==> src/rtl/brk_pkg.sv <==
package brk_pkg;
  localparam int CAUSE_W = 5;
  localparam int C_PC    = 0;
  localparam int C_SEQ   = 1;
  localparam int C_DATA  = 2;
  localparam int C_REG   = 3;
  localparam int C_EXT   = 4;

  // Comparator strobes passed from the datapath to the control
  typedef struct packed {
    logic pcHit;
    logic seqA1;
    logic seqA2;
    logic seqA3;
    logic dataHit;
    logic regHit;
  } brk_match_t;
endpackage

==> src/rtl/brk_datapath.sv <==
module brk_datapath
  import brk_pkg::*;
#(
  parameter int PC_W    = 16,
  parameter int NUM_PC  = 4,
  parameter int DADDR_W = 12,
  parameter int DATA_W  = 4,
  parameter int XY_W    = 8
) (
  input  logic                   fetchValid,
  input  logic [PC_W-1:0]        fetchPc,
  input  logic [NUM_PC-1:0]      pcBrkEn,
  input  logic [NUM_PC*PC_W-1:0] pcBrkAddr,
  input  logic [PC_W-1:0]        seqAddr1,
  input  logic [PC_W-1:0]        seqAddr2,
  input  logic [PC_W-1:0]        seqAddr3,
  input  logic                   memValid,
  input  logic [DADDR_W-1:0]     memAddr,
  input  logic [DATA_W-1:0]      memData,
  input  logic                   memWr,
  input  logic                   dataEn,
  input  logic [DADDR_W-1:0]     dataLo,
  input  logic [DADDR_W-1:0]     dataHi,
  input  logic [DATA_W-1:0]      dataVal,
  input  logic [DATA_W-1:0]      dataMask,
  input  logic                   rwVal,
  input  logic                   rwMask,
  input  logic                   instrDone,
  input  logic [DATA_W-1:0]      regA,
  input  logic [DATA_W-1:0]      regB,
  input  logic [XY_W-1:0]        regX,
  input  logic [XY_W-1:0]        regY,
  input  logic [3:0]             regFlags,
  input  logic                   regEn,
  input  logic [DATA_W-1:0]      regAVal,
  input  logic [DATA_W-1:0]      regAMask,
  input  logic [DATA_W-1:0]      regBVal,
  input  logic [DATA_W-1:0]      regBMask,
  input  logic [XY_W-1:0]        regXVal,
  input  logic [XY_W-1:0]        regXMask,
  input  logic [XY_W-1:0]        regYVal,
  input  logic [XY_W-1:0]        regYMask,
  input  logic [3:0]             flagVal,
  input  logic [3:0]             flagMask,
  output brk_match_t             match
);

  // One comparator per address-table entry
  logic [NUM_PC-1:0] entryHit;

  for (genvar i = 0; i < NUM_PC; i++) begin : g_pcCmp
    assign entryHit[i] = pcBrkEn[i] && (fetchPc == pcBrkAddr[i*PC_W +: PC_W]);
  end

  logic inRange, dataOk, dirOk;
  logic aOk, bOk, xOk, yOk, fOk;

  always_comb begin
    inRange = (memAddr >= dataLo) && (memAddr <= dataHi);
    dataOk  = ((memData ^ dataVal) & dataMask) == '0;
    dirOk   = !(rwMask && (memWr != rwVal));

    aOk = ((regA ^ regAVal) & regAMask) == '0;
    bOk = ((regB ^ regBVal) & regBMask) == '0;
    xOk = ((regX ^ regXVal) & regXMask) == '0;
    yOk = ((regY ^ regYVal) & regYMask) == '0;
    fOk = ((regFlags ^ flagVal) & flagMask) == '0;

    match.pcHit   = fetchValid && (|entryHit);
    match.seqA1   = fetchValid && (fetchPc == seqAddr1);
    match.seqA2   = fetchValid && (fetchPc == seqAddr2);
    match.seqA3   = fetchValid && (fetchPc == seqAddr3);
    match.dataHit = dataEn && memValid && inRange && dataOk && dirOk;
    match.regHit  = regEn && instrDone && aOk && bOk && xOk && yOk && fOk;
  end

endmodule

==> src/rtl/brk_control.sv <==
module brk_control
  import brk_pkg::*;
#(
  parameter int CNT_W = 16
) (
  input  logic               clk,
  input  logic               rst_n,
  input  logic               run,
  input  logic               extBrkN,
  input  logic               intAck,
  input  logic               seqEn,
  input  logic [CNT_W-1:0]   seqCount,
  input  brk_match_t         match,
  output logic               brkReq,
  output logic [CAUSE_W-1:0] brkCause
);

  localparam logic [1:0] SEQ_IDLE = 2'd0;
  localparam logic [1:0] SEQ_GOT1 = 2'd1;
  localparam logic [1:0] SEQ_GOT2 = 2'd2;

  logic               runPrev;
  logic               extPrev;
  logic               pastValid;
  logic               restart;
  logic               extFall;
  logic [1:0]         seqStage;
  logic [CNT_W-1:0]   seqCnt;
  logic [CNT_W-1:0]   lastIdx;
  logic               seqFire;
  logic [CAUSE_W-1:0] hits;
  logic [CAUSE_W-1:0] pend;
  logic [CAUSE_W-1:0] combined;

  always_comb begin
    restart  = run && !runPrev;
    extFall  = extPrev && !extBrkN;
    lastIdx  = (seqCount == '0) ? '0 : seqCount - CNT_W'(1);
    seqFire  = run && seqEn && (seqStage == SEQ_GOT2) && match.seqA3 && (seqCnt == lastIdx);
    hits[C_PC]   = run && match.pcHit;
    hits[C_SEQ]  = seqFire;
    hits[C_DATA] = run && match.dataHit;
    hits[C_REG]  = run && match.regHit;
    hits[C_EXT]  = run && extFall;
    combined = pend | hits;
  end

  // Edge detectors for restart and the external pin
  always_ff @(posedge clk or negedge rst_n) begin
    if (!rst_n) begin
      runPrev   <= 1'b0;
      extPrev   <= 1'b1;
      pastValid <= 1'b0;
    end else begin
      runPrev   <= run;
      extPrev   <= extBrkN;
      pastValid <= 1'b1;
    end
  end

  // Ordered three-step sequencer with pass counter
  always_ff @(posedge clk or negedge rst_n) begin
    if (!rst_n) begin
      seqStage <= SEQ_IDLE;
      seqCnt   <= '0;
    end else if (restart || !seqEn) begin
      seqStage <= SEQ_IDLE;
      seqCnt   <= '0;
    end else if (run) begin
      case (seqStage)
        SEQ_IDLE: if (match.seqA1) seqStage <= SEQ_GOT1;
        SEQ_GOT1: if (match.seqA2) seqStage <= SEQ_GOT2;
        SEQ_GOT2: begin
          if (seqFire) begin
            seqStage <= SEQ_IDLE;
            seqCnt   <= '0;
          end else if (match.seqA3) begin
            seqCnt <= seqCnt + CNT_W'(1);
          end
        end
        default: seqStage <= SEQ_IDLE;
      endcase
    end
  end

  // Request issue, interrupt hold-off and cause capture
  always_ff @(posedge clk or negedge rst_n) begin
    if (!rst_n) begin
      pend     <= '0;
      brkReq   <= 1'b0;
      brkCause <= '0;
    end else if (restart) begin
      pend     <= '0;
      brkReq   <= 1'b0;
      brkCause <= '0;
    end else if (intAck) begin
      pend   <= combined;
      brkReq <= 1'b0;
    end else begin
      pend   <= '0;
      brkReq <= |combined;
      if (|combined) brkCause <= combined;
    end
  end


  hold_release_chk: assert property (@(posedge clk) disable iff (!rst_n || !pastValid)
    brkReq |-> !$past(intAck));


  cause_present_chk: assert property (@(posedge clk) disable iff (!rst_n)
    brkReq |-> (brkCause != '0));


  seq_step_chk: assert property (@(posedge clk) disable iff (!rst_n || !pastValid)
    (seqStage != $past(seqStage)) |-> (seqStage == SEQ_IDLE || seqStage == $past(seqStage) + 2'd1));


  seq_rearm_chk: assert property (@(posedge clk) disable iff (!rst_n)
    seqFire |=> (seqStage == SEQ_IDLE && seqCnt == '0));


  cnt_stage_chk: assert property (@(posedge clk) disable iff (!rst_n)
    (seqCnt != '0) |-> (seqStage == SEQ_GOT2));


  restart_clear_chk: assert property (@(posedge clk) disable iff (!rst_n || !pastValid)
    $past(restart) |-> (!brkReq && brkCause == '0 && seqStage == SEQ_IDLE));

endmodule

==> src/rtl/brk_unit.sv <==
module brk_unit
  import brk_pkg::*;
#(
  parameter int PC_W    = 16,
  parameter int NUM_PC  = 4,
  parameter int DADDR_W = 12,
  parameter int DATA_W  = 4,
  parameter int XY_W    = 8,
  parameter int CNT_W   = 16
) (
  input  logic                   clk,
  input  logic                   rst_n,
  input  logic                   run,
  input  logic                   fetchValid,
  input  logic [PC_W-1:0]        fetchPc,
  input  logic                   memValid,
  input  logic [DADDR_W-1:0]     memAddr,
  input  logic [DATA_W-1:0]      memData,
  input  logic                   memWr,
  input  logic                   instrDone,
  input  logic [DATA_W-1:0]      regA,
  input  logic [DATA_W-1:0]      regB,
  input  logic [XY_W-1:0]        regX,
  input  logic [XY_W-1:0]        regY,
  input  logic [3:0]             regFlags,
  input  logic                   intAck,
  input  logic                   extBrkN,
  input  logic [NUM_PC-1:0]      pcBrkEn,
  input  logic [NUM_PC*PC_W-1:0] pcBrkAddr,
  input  logic                   seqEn,
  input  logic [PC_W-1:0]        seqAddr1,
  input  logic [PC_W-1:0]        seqAddr2,
  input  logic [PC_W-1:0]        seqAddr3,
  input  logic [CNT_W-1:0]       seqCount,
  input  logic                   dataEn,
  input  logic [DADDR_W-1:0]     dataLo,
  input  logic [DADDR_W-1:0]     dataHi,
  input  logic [DATA_W-1:0]      dataVal,
  input  logic [DATA_W-1:0]      dataMask,
  input  logic                   rwVal,
  input  logic                   rwMask,
  input  logic                   regEn,
  input  logic [DATA_W-1:0]      regAVal,
  input  logic [DATA_W-1:0]      regAMask,
  input  logic [DATA_W-1:0]      regBVal,
  input  logic [DATA_W-1:0]      regBMask,
  input  logic [XY_W-1:0]        regXVal,
  input  logic [XY_W-1:0]        regXMask,
  input  logic [XY_W-1:0]        regYVal,
  input  logic [XY_W-1:0]        regYMask,
  input  logic [3:0]             flagVal,
  input  logic [3:0]             flagMask,
  output logic                   brkReq,
  output logic [CAUSE_W-1:0]     brkCause
);

  brk_match_t matchStb;

  brk_datapath #(
    .PC_W(PC_W), .NUM_PC(NUM_PC), .DADDR_W(DADDR_W), .DATA_W(DATA_W), .XY_W(XY_W)
  ) u_datapath (
    .fetchValid(fetchValid), .fetchPc(fetchPc),
    .pcBrkEn(pcBrkEn), .pcBrkAddr(pcBrkAddr),
    .seqAddr1(seqAddr1), .seqAddr2(seqAddr2), .seqAddr3(seqAddr3),
    .memValid(memValid), .memAddr(memAddr), .memData(memData), .memWr(memWr),
    .dataEn(dataEn), .dataLo(dataLo), .dataHi(dataHi),
    .dataVal(dataVal), .dataMask(dataMask), .rwVal(rwVal), .rwMask(rwMask),
    .instrDone(instrDone), .regA(regA), .regB(regB), .regX(regX), .regY(regY),
    .regFlags(regFlags), .regEn(regEn),
    .regAVal(regAVal), .regAMask(regAMask), .regBVal(regBVal), .regBMask(regBMask),
    .regXVal(regXVal), .regXMask(regXMask), .regYVal(regYVal), .regYMask(regYMask),
    .flagVal(flagVal), .flagMask(flagMask),
    .match(matchStb)
  );

  brk_control #(
    .CNT_W(CNT_W)
  ) u_control (
    .clk(clk), .rst_n(rst_n), .run(run), .extBrkN(extBrkN), .intAck(intAck),
    .seqEn(seqEn), .seqCount(seqCount), .match(matchStb),
    .brkReq(brkReq), .brkCause(brkCause)
  );

endmodule

==> config.mk <==
export PLATFORM = sky130hd
export DESIGN_NAME = brk_unit
export DESIGN_NICKNAME = d
export VERILOG_FILES = /design/src/rtl/brk_pkg.sv /design/src/rtl/brk_datapath.sv /design/src/rtl/brk_control.sv /design/src/rtl/brk_unit.sv
export SDC_FILE = /design/constraint.sdc
export NUM_CORES = 1
export LEC_CHECK = 0
export ABC_AREA = 1
export BUFFER_PORTS_ARGS = -buffer_cell sky130_fd_sc_hd__buf_4
export CORE_AREA = 2 2 117 119
export CTS_BUF_LIST = sky130_fd_sc_hd__clkbuf_4 sky130_fd_sc_hd__clkbuf_8
export DETAILED_ROUTE_END_ITERATION = 8
export DIE_AREA = 0 0 119 121
export PLACE_DENSITY = 0.75
export RECOVER_POWER = 100
export SLEW_MARGIN = 20
export SYNTH_ARGS = -nofsm -noshare
export SYNTH_HDL_FRONTEND = slang
export SYNTH_SLANG_ARGS = --single-unit
==> constraint.sdc <==
create_clock -name clk -period 2.16 [get_ports clk]
set_input_delay 0.216 -clock clk [delete_from_list [all_inputs] [get_ports clk]]
set_output_delay 0.216 -clock clk [all_outputs]
set_load 0.03 [all_outputs]
# ---- Word level (Yosys, flattened, before mapping)
# Cells that the tools add are included.
dict set report totals {
  input_bits 294
  reg_bits 31
  word_cells 110
}
dict set report classes {
  n_eq_ne 15
  addsub 2
  mux 19
  n_bitwise 13
  magnitude_cmp 2
  reduce_logical 52
}
# operator count
set ops {}
lappend ops {{$eq 16x16->1} 8}
lappend ops {{$mux 16} 6}
lappend ops {{$logic_and 1x1->1} 30}
lappend ops {{$mux 5} 5}
lappend ops {{$add 16x1->16 const B} 1}
lappend ops {{$and 4x4->4} 4}
lappend ops {{$and 8x8->8} 2}
lappend ops {{$logic_not 16->1} 1}
lappend ops {{$logic_not 4->1} 4}
lappend ops {{$logic_not 8->1} 2}
lappend ops {{$sub 16x1->16 const B} 1}
lappend ops {{$xor 4x4->4} 4}
lappend ops {{$xor 8x8->8} 2}
lappend ops {{$ge 12x12->1} 1}
lappend ops {{$le 12x12->1} 1}
lappend ops {{$mux 2} 5}
lappend ops {{$ne 3x2->1 const B} 3}
lappend ops {{$pmux 2 s3} 1}
lappend ops {{$reduce_bool 2->1} 3}
lappend ops {{$or 5x5->5} 1}
lappend ops {{$reduce_or 5->1} 1}
lappend ops {{$logic_not 1->1} 4}
lappend ops {{$reduce_and 4->1} 1}
lappend ops {{$reduce_or 4->1} 1}
lappend ops {{10 further kinds} 11}

# ---- Depth between registers and ports, before layout
dict set report logic_depth {
  ltp_word 14
  depth_mapped 19
}

# ---- By module
# Synthesis repeated with hierarchy kept, for this count alone.
dict set report unflattened {
  hier_cells 892
  hier_area_um2 5206.2
}
# mod area_per_inst_um2 seq_area_each_um2 n_inst cells_per_inst
set modules_own_cells {}
lappend modules_own_cells {brk_datapath 2896.5 0.0 1 569}
lappend modules_own_cells {brk_control 2309.7 777.0 1 323}

# ---- Worst setup path after synthesis
# No wires, ideal clock.
dict set report synth_path {
  kind {input-to-reg}
  startpoint {input port seqCount[0]}
  endpoint {register u_control.brkCause[0]}
  setup_slack_ns 0.222
  path_buffers 1
  required_ns 2.041
  t_arrival_ns 1.820
  cell_stages 16
  setup_time_ns 0.119
  path_cell_list {inv_1 > ha_1 > nand2_2 > nor2_1 > nand2_2 > buf_4 > nand3_1 > nand3_1 > a21oi_1 > nand2_1 > nor2_2 > nand3_4 > nand3_4 > nand2_4 > nand3_1 > nand2_1}
}
dict set report synth_between {
  elab_chain_len 8
  elab_cells_between_ends 9
}
# element line
set synth_rtl {}
lappend synth_rtl {{start: declaration} brk_unit.sv:34} ;# input logic [CNT_W-1:0] seqCount,
lappend synth_rtl {{$sub 16x1->16 or $logic_not 16->1 (tied branches)} brk_control.sv:38} ;# lastIdx = (seqCount == '0) ? '0 : seqCount - CNT_W'(1);
lappend synth_rtl {{$mux 16 (*)} brk_control.sv:38}
lappend synth_rtl {{$eq 16x16->1 (*)} brk_control.sv:39} ;# seqFire = run && seqEn && (seqStage == SEQ_GOT2) && match.seqA3 && (seqCnt == lastIdx);
lappend synth_rtl {{$logic_and 1x1->1 (*)} brk_control.sv:39}
lappend synth_rtl {{$or 5x5->5 (*)} brk_control.sv:45} ;# combined = pend | hits;
lappend synth_rtl {{$reduce_or 5->1 (*)} brk_control.sv:102} ;# if (|combined) brkCause <= combined;
lappend synth_rtl {{$reduce_bool 2->1 (no source line) (*)} n/a}
lappend synth_rtl {{$reduce_and 2->1 (no source line) (*)} n/a}
lappend synth_rtl {{end signal: assignment} brk_control.sv:102}
lappend synth_rtl {{end: declaration} brk_control.sv:15} ;# output logic [CAUSE_W-1:0] brkCause
# Every way passes the cells marked *; elsewhere a longest branch is shown, timed or not.
# A chain may end at the register's enable or synchronous reset.

# ---- Worst setup path in the final report
dict set report layout_path {
  startpoint {register u_control.seqCnt[0]}
  endpoint {register u_control.seqCnt[13]}
}
dict set report layout_between {
  elab_chain_len 6
  elab_cells_between_ends 10
}
# element line
set layout_rtl {}
lappend layout_rtl {{start: declaration} brk_control.sv:28} ;# logic [CNT_W-1:0] seqCnt;
lappend layout_rtl {{start signal: assignment} brk_control.sv:78} ;# seqCnt <= seqCnt + CNT_W'(1);
lappend layout_rtl {{$add 16x1->16 or $eq 16x16->1 (tied branches)} {brk_control.sv:78, brk_control.sv:39}}
lappend layout_rtl {{$mux 16 or $logic_and 1x1->1 (tied branches)} {brk_control.sv:77, brk_control.sv:39}}
lappend layout_rtl {{$mux 16} brk_control.sv:74} ;# if (seqFire) begin
lappend layout_rtl {{$mux 16} brk_control.sv:70} ;# case (seqStage)
lappend layout_rtl {{$mux 16} brk_control.sv:69} ;# end else if (run) begin
lappend layout_rtl {{$mux 16} brk_control.sv:66} ;# end else if (restart || !seqEn) begin
# Several ways; a longest one is shown, not always the timed one. The select of a mux whose other input is x is not followed.

==> results.md <==
| Stage | Parameter | Reported |
|---|---|---|
| global routing | Maximum number of pins on one net before global-route repair | 32 |
| drt | First-pass DRT Iterations | 6 |
| sta | Final Hold Violating Endpoints | 0 |
| drt | Average wire per cell in the routed design | 12.9 um |
| worst setup path | Maximum net fanout on the critical path | 4 |
| synth | Dominant cells by area after synthesis | sky130_fd_sc_hd__nand2_1 (24%), sky130_fd_sc_hd__dfrtp_1 (14%), sky130_fd_sc_hd__inv_1 (12%) |
| sta | Worst slew pin tran | 0.751 ns |
| worst setup path | Combined buffer and inverter count along the critical path | 0 |
| finish | Highest-count cells in the layout ignoring fill and taps | sky130_fd_sc_hd__nand2_1 (341), sky130_fd_sc_hd__buf_4 (310), sky130_fd_sc_hd__inv_1 (171), sky130_fd_sc_hd__nor2_1 (99), sky130_fd_sc_hd__nand3_1 (95) |
| placement | Placed instance count | 1,463 |
| synth | Synthesized cell area | 5380 um^2 |
| finish | Filler Cell Count | 1,309 |
| clock tree | Clock edge transition at the registers on the reported setup and hold paths | 0.07 ns |
| synth | Share of flip-flops with an asynchronous set or reset | 100% |
| sta | Final period utilization | 93.1% |
| power | Total power | 2.37 mW |
| placement | Total cell area at the placement stage | 7900 um^2 |
| sta | Total count of max-transition violations in the final report | 0 |
| sta | Tmin final | 2.01 ns |
| floorplan | Die width | 119 um |
| drt | Post-Route WL | 19,100 um |
| worst setup path | Cell with the biggest individual delay on the critical path | sky130_fd_sc_hd__dfrtp_1 |
| global routing | Met1 demand-to-capacity share in global routing | 31.3% |
| clock tree | Number of H-tree levels | 2 |
| clock tree | Root Buffer | sky130_fd_sc_hd__clkbuf_8 |
| sta | Final setup TNS | 0 ns |
| synth | FF+latch count, synth | 31 |
| worst setup path | Crit-path most repeated cell | sky130_fd_sc_hd__nand3_1 |
| floorplan | Die Area | 14,400 um^2 |
| global routing | First-pass GRT wire length | 30,800 um |
| floorplan | Die H | 121 um |
| worst setup path | Startpoint types | flip-flop |
| worst setup path | Internal reg-to-reg setup slack | 0.15 ns |
| finish | Most common cell after layout, fill and taps aside | sky130_fd_sc_hd__nand2_1 |
| clock tree | Maximum clock insertion buffer count | 2 |
| placement | Sum of net half-perimeters after detailed placement | 16,800 um |
| drt | Number of vias in the routed layout | 7,009 |
| synth | Post-synthesis average cell area | 5.45 um^2 |
| finish | Area Growth Syn to Fin | 49.2% |
| worst setup path | Slowest Stage Delay on Critical Path | 0.43 ns |
| worst setup path | Critical Path Sink Type | flip-flop |
| synth | EDFF count, synth | 0 |
| synth | Syn nets | 1,307 |
| min path | Worst hold-check path type | primary input to flip-flop |
| floorplan | Core Area | 13,100 um^2 |
| finish | Share of post-route cells with drive strength above 1 | 28.0% |
| drt | Residual antenna-violating net count after detailed routing | 0 |
| global routing | Routing layer with the top usage in global route | met2 |
| synth | Share of the synthesized area in the top cell type | 23.7% |
| floorplan | Number of top-level pins | 300 |
| clock tree | Clock net sink count | 31 |
| global routing | Total gr overflow | 0 |
| drt | DRC viols | 0 |
| finish | Final non-filler cell area | 8030 um^2 |
| drt | Vias per cell | 4.75 |
| synth | Most common flop cell mapped by yosys | sky130_fd_sc_hd__dfrtp_1 |
| worst setup path | CP cell instances | nand3_1, nor3_2, nand3_1, nor3_2, nand3_1, nor2_1, nand2_1, xor2_1, o22ai_1 |
| global routing | Via count of the first global-routing pass | 6,558 |
| power | Total leakage power | 4.64 nW |
| global routing | GR met3 Demand/Resource | 5.50% |
| drt | Number of DRC markers in iteration 0 | 327 |
| power | Maximum resistive drop on vdd | 0.000194 V |
| global routing | Met2 layer usage reported by global route | 47.1% |
| placement | Final weighted congestion in routability-driven placement | 0.945 |
| synth | Synthesis warning total | 0 |
| worst setup path | Family with the most delay on the worst path | simple AND/OR/NAND/NOR gates |
| worst setup path | Required time at the worst-slack endpoint | 2.32 ns |
| sta | Final clock skew | 0.00709 ns |
| synth | Proportion of synthesized chip area in sequential cells | 14.4% |
| clock tree | Worst-skew pair later-pin latency | 0.28 ns |
| synth | Count of cell types in the netlist | 44 |
| clock tree | Clock tree from TritonCTS | yes |
| sta | Peak clock frequency supported by timing | 0.497 GHz |
| run | Reported max-cap violation count | 0 |
| run status | Run status | finished, final reports clean |
| worst setup path | WP data arrival | 2.17 ns |
| sta | Final setup viols | 0 |
| placement | Number of buffer cells added on primary ports | 299 |
| synth | Gate count after technology mapping | 987 |
| floorplan | Starting Density | 41.1% |
| power | Power density over the cells | 295 nW/um^2 |
| global routing | Number of antenna violations at the first check in global routing | 1 |
| global routing | Gr usage total | 26.2% |
| clock tree | Number of clock buffers inserted by TritonCTS | 5 |
| worst setup path | Type of the worst setup path | flip-flop to flip-flop |
| floorplan | Standard-cell rows | 42 |
| synth | Biggest area consumer among synthesized cells | sky130_fd_sc_hd__nand2_1 |
| finish | Total Nets Final | 1,619 |
| sta | Max-slew headroom | 49.9% |
| finish | Final standard cell count with taps included and fillers excluded | 1,477 |
[final timing paths]
check | endpoint | depth (start not counted) | startpoint
max | u_control.seqCnt[13] | 9 | u_control.seqCnt[0]
min | u_control.extPrev | 1 | extBrkN
max reg2reg | u_control.seqCnt[13] | 9 | u_control.seqCnt[0]
min reg2reg | u_control.brkCause[0] | 2 | u_control.brkCause[0]
max in group asynchronous | u_control.runPrev | 2 | rst_n
min in group asynchronous | u_control.seqCnt[14] | 2 | rst_n
[state kept, by name, summed over array words and instances, names as in the netlist]
signal and flops:
u_control.brkCause 5, u_control.brkReq 1, u_control.extPrev 1, u_control.pend 5, u_control.runPrev 1, u_control.seqCnt 16, u_control.seqStage 2
[Yosys cell counts, types with 6 or more instances]
cell type                  instances
sky130_fd_sc_hd__o21bai_1          6
sky130_fd_sc_hd__nor3_1            7
sky130_fd_sc_hd__nor2_2            8
sky130_fd_sc_hd__inv_2             6
sky130_fd_sc_hd__nor2_1          100
sky130_fd_sc_hd__ha_1             26
sky130_fd_sc_hd__or2_2            15
sky130_fd_sc_hd__inv_1           171
sky130_fd_sc_hd__o22ai_1           8
sky130_fd_sc_hd__xor2_1           28
sky130_fd_sc_hd__nand4_1          30
sky130_fd_sc_hd__xnor2_1          21
sky130_fd_sc_hd__dfrtp_1          30
sky130_fd_sc_hd__nand2_1         340
sky130_fd_sc_hd__buf_2            14
sky130_fd_sc_hd__a21oi_1          18
sky130_fd_sc_hd__nand3_1          95
sky130_fd_sc_hd__o21ai_0          23
[kinds of logic (layout without fill, tap and decap cells)]
| group | after synthesis | in the layout | synth area share [%] |
|---|---|---|---|
| buf+inv | 196 | 508 | 14.3 |
| compound gates | 70 | 70 | 7.55 |
| flops | 31 | 31 | 14.4 |
| simple gates | 614 | 615 | 49.5 |
| mux | 1 | 1 | 0.186 |
| fa+ha+maj | 26 | 26 | 6.04 |
| other cells | 0 | 1 | 0 |
| xor+xnor | 49 | 49 | 7.97 |
[timing repair]
item | CTS | global route
endpoints found under the hold margin | 30 | 0
hold buffers | 1 | 0
resized for setup | 0 | 3
setup endpoints to repair | 0 | 16
buffers inserted | 0 | 3
[through the flow]
stage	setup WS, ns	utilization (%)	hold slack [ns]
3_3_place_gp	0.00572	60.4	0.170
2_1_floorplan	0.222	-	-0.0796
4_1_cts	0.103	61.4	0.0436
3_5_place_dp	-0.0283	60.4	0.173
5_1_grt	-0.0430	61.4	0.0394
6_report	0.149	61.4	0.0352
[worst reg2reg max path, stage by stage, from the launching register on]
cell and delay, ns:
sky130_fd_sc_hd__dfrtp_1 0.43, sky130_fd_sc_hd__nand3_1 0.16, sky130_fd_sc_hd__nor3_2 0.22, sky130_fd_sc_hd__nand3_1 0.17, sky130_fd_sc_hd__nor3_2 0.22, sky130_fd_sc_hd__nand3_1 0.15, sky130_fd_sc_hd__nor2_1 0.16, sky130_fd_sc_hd__nand2_1 0.10
sky130_fd_sc_hd__xor2_1 0.18, sky130_fd_sc_hd__o22ai_1 0.10
[power by group]
group | switching, mW | internal (mW) | leakage (nW) | total, mW
Clock | 0.218 | 0.373 | 0.0612 | 0.591
Combinational | 0.544 | 0.617 | 4.15 | 1.16
Sequential | 0.0157 | 0.601 | 0.425 | 0.616
[final cells by class]
class                           count  area, um^2  share of cell area [%]
Inverter                          178         668                    8.32
Multi-Input combinational cell    761        3850                    47.9
Clock inverter                      2        35.0                   0.436
Antenna cell                        1        2.50                  0.0312
Sequential cell                    31         777                    9.67
Tap cell                          176         220                    2.74
Timing Repair Buffer              322        2400                    29.9
Clock buffer                        6        82.6                    1.03
[metal layers]
metal / wire length [um] / share of wire (%)
met1: 7830 / 41
met2: 9250 / 48
met3: 1450 / 7.6
met4: 586 / 3.1
met5: 0 / 0
Power figures use the tool's default switching activity.
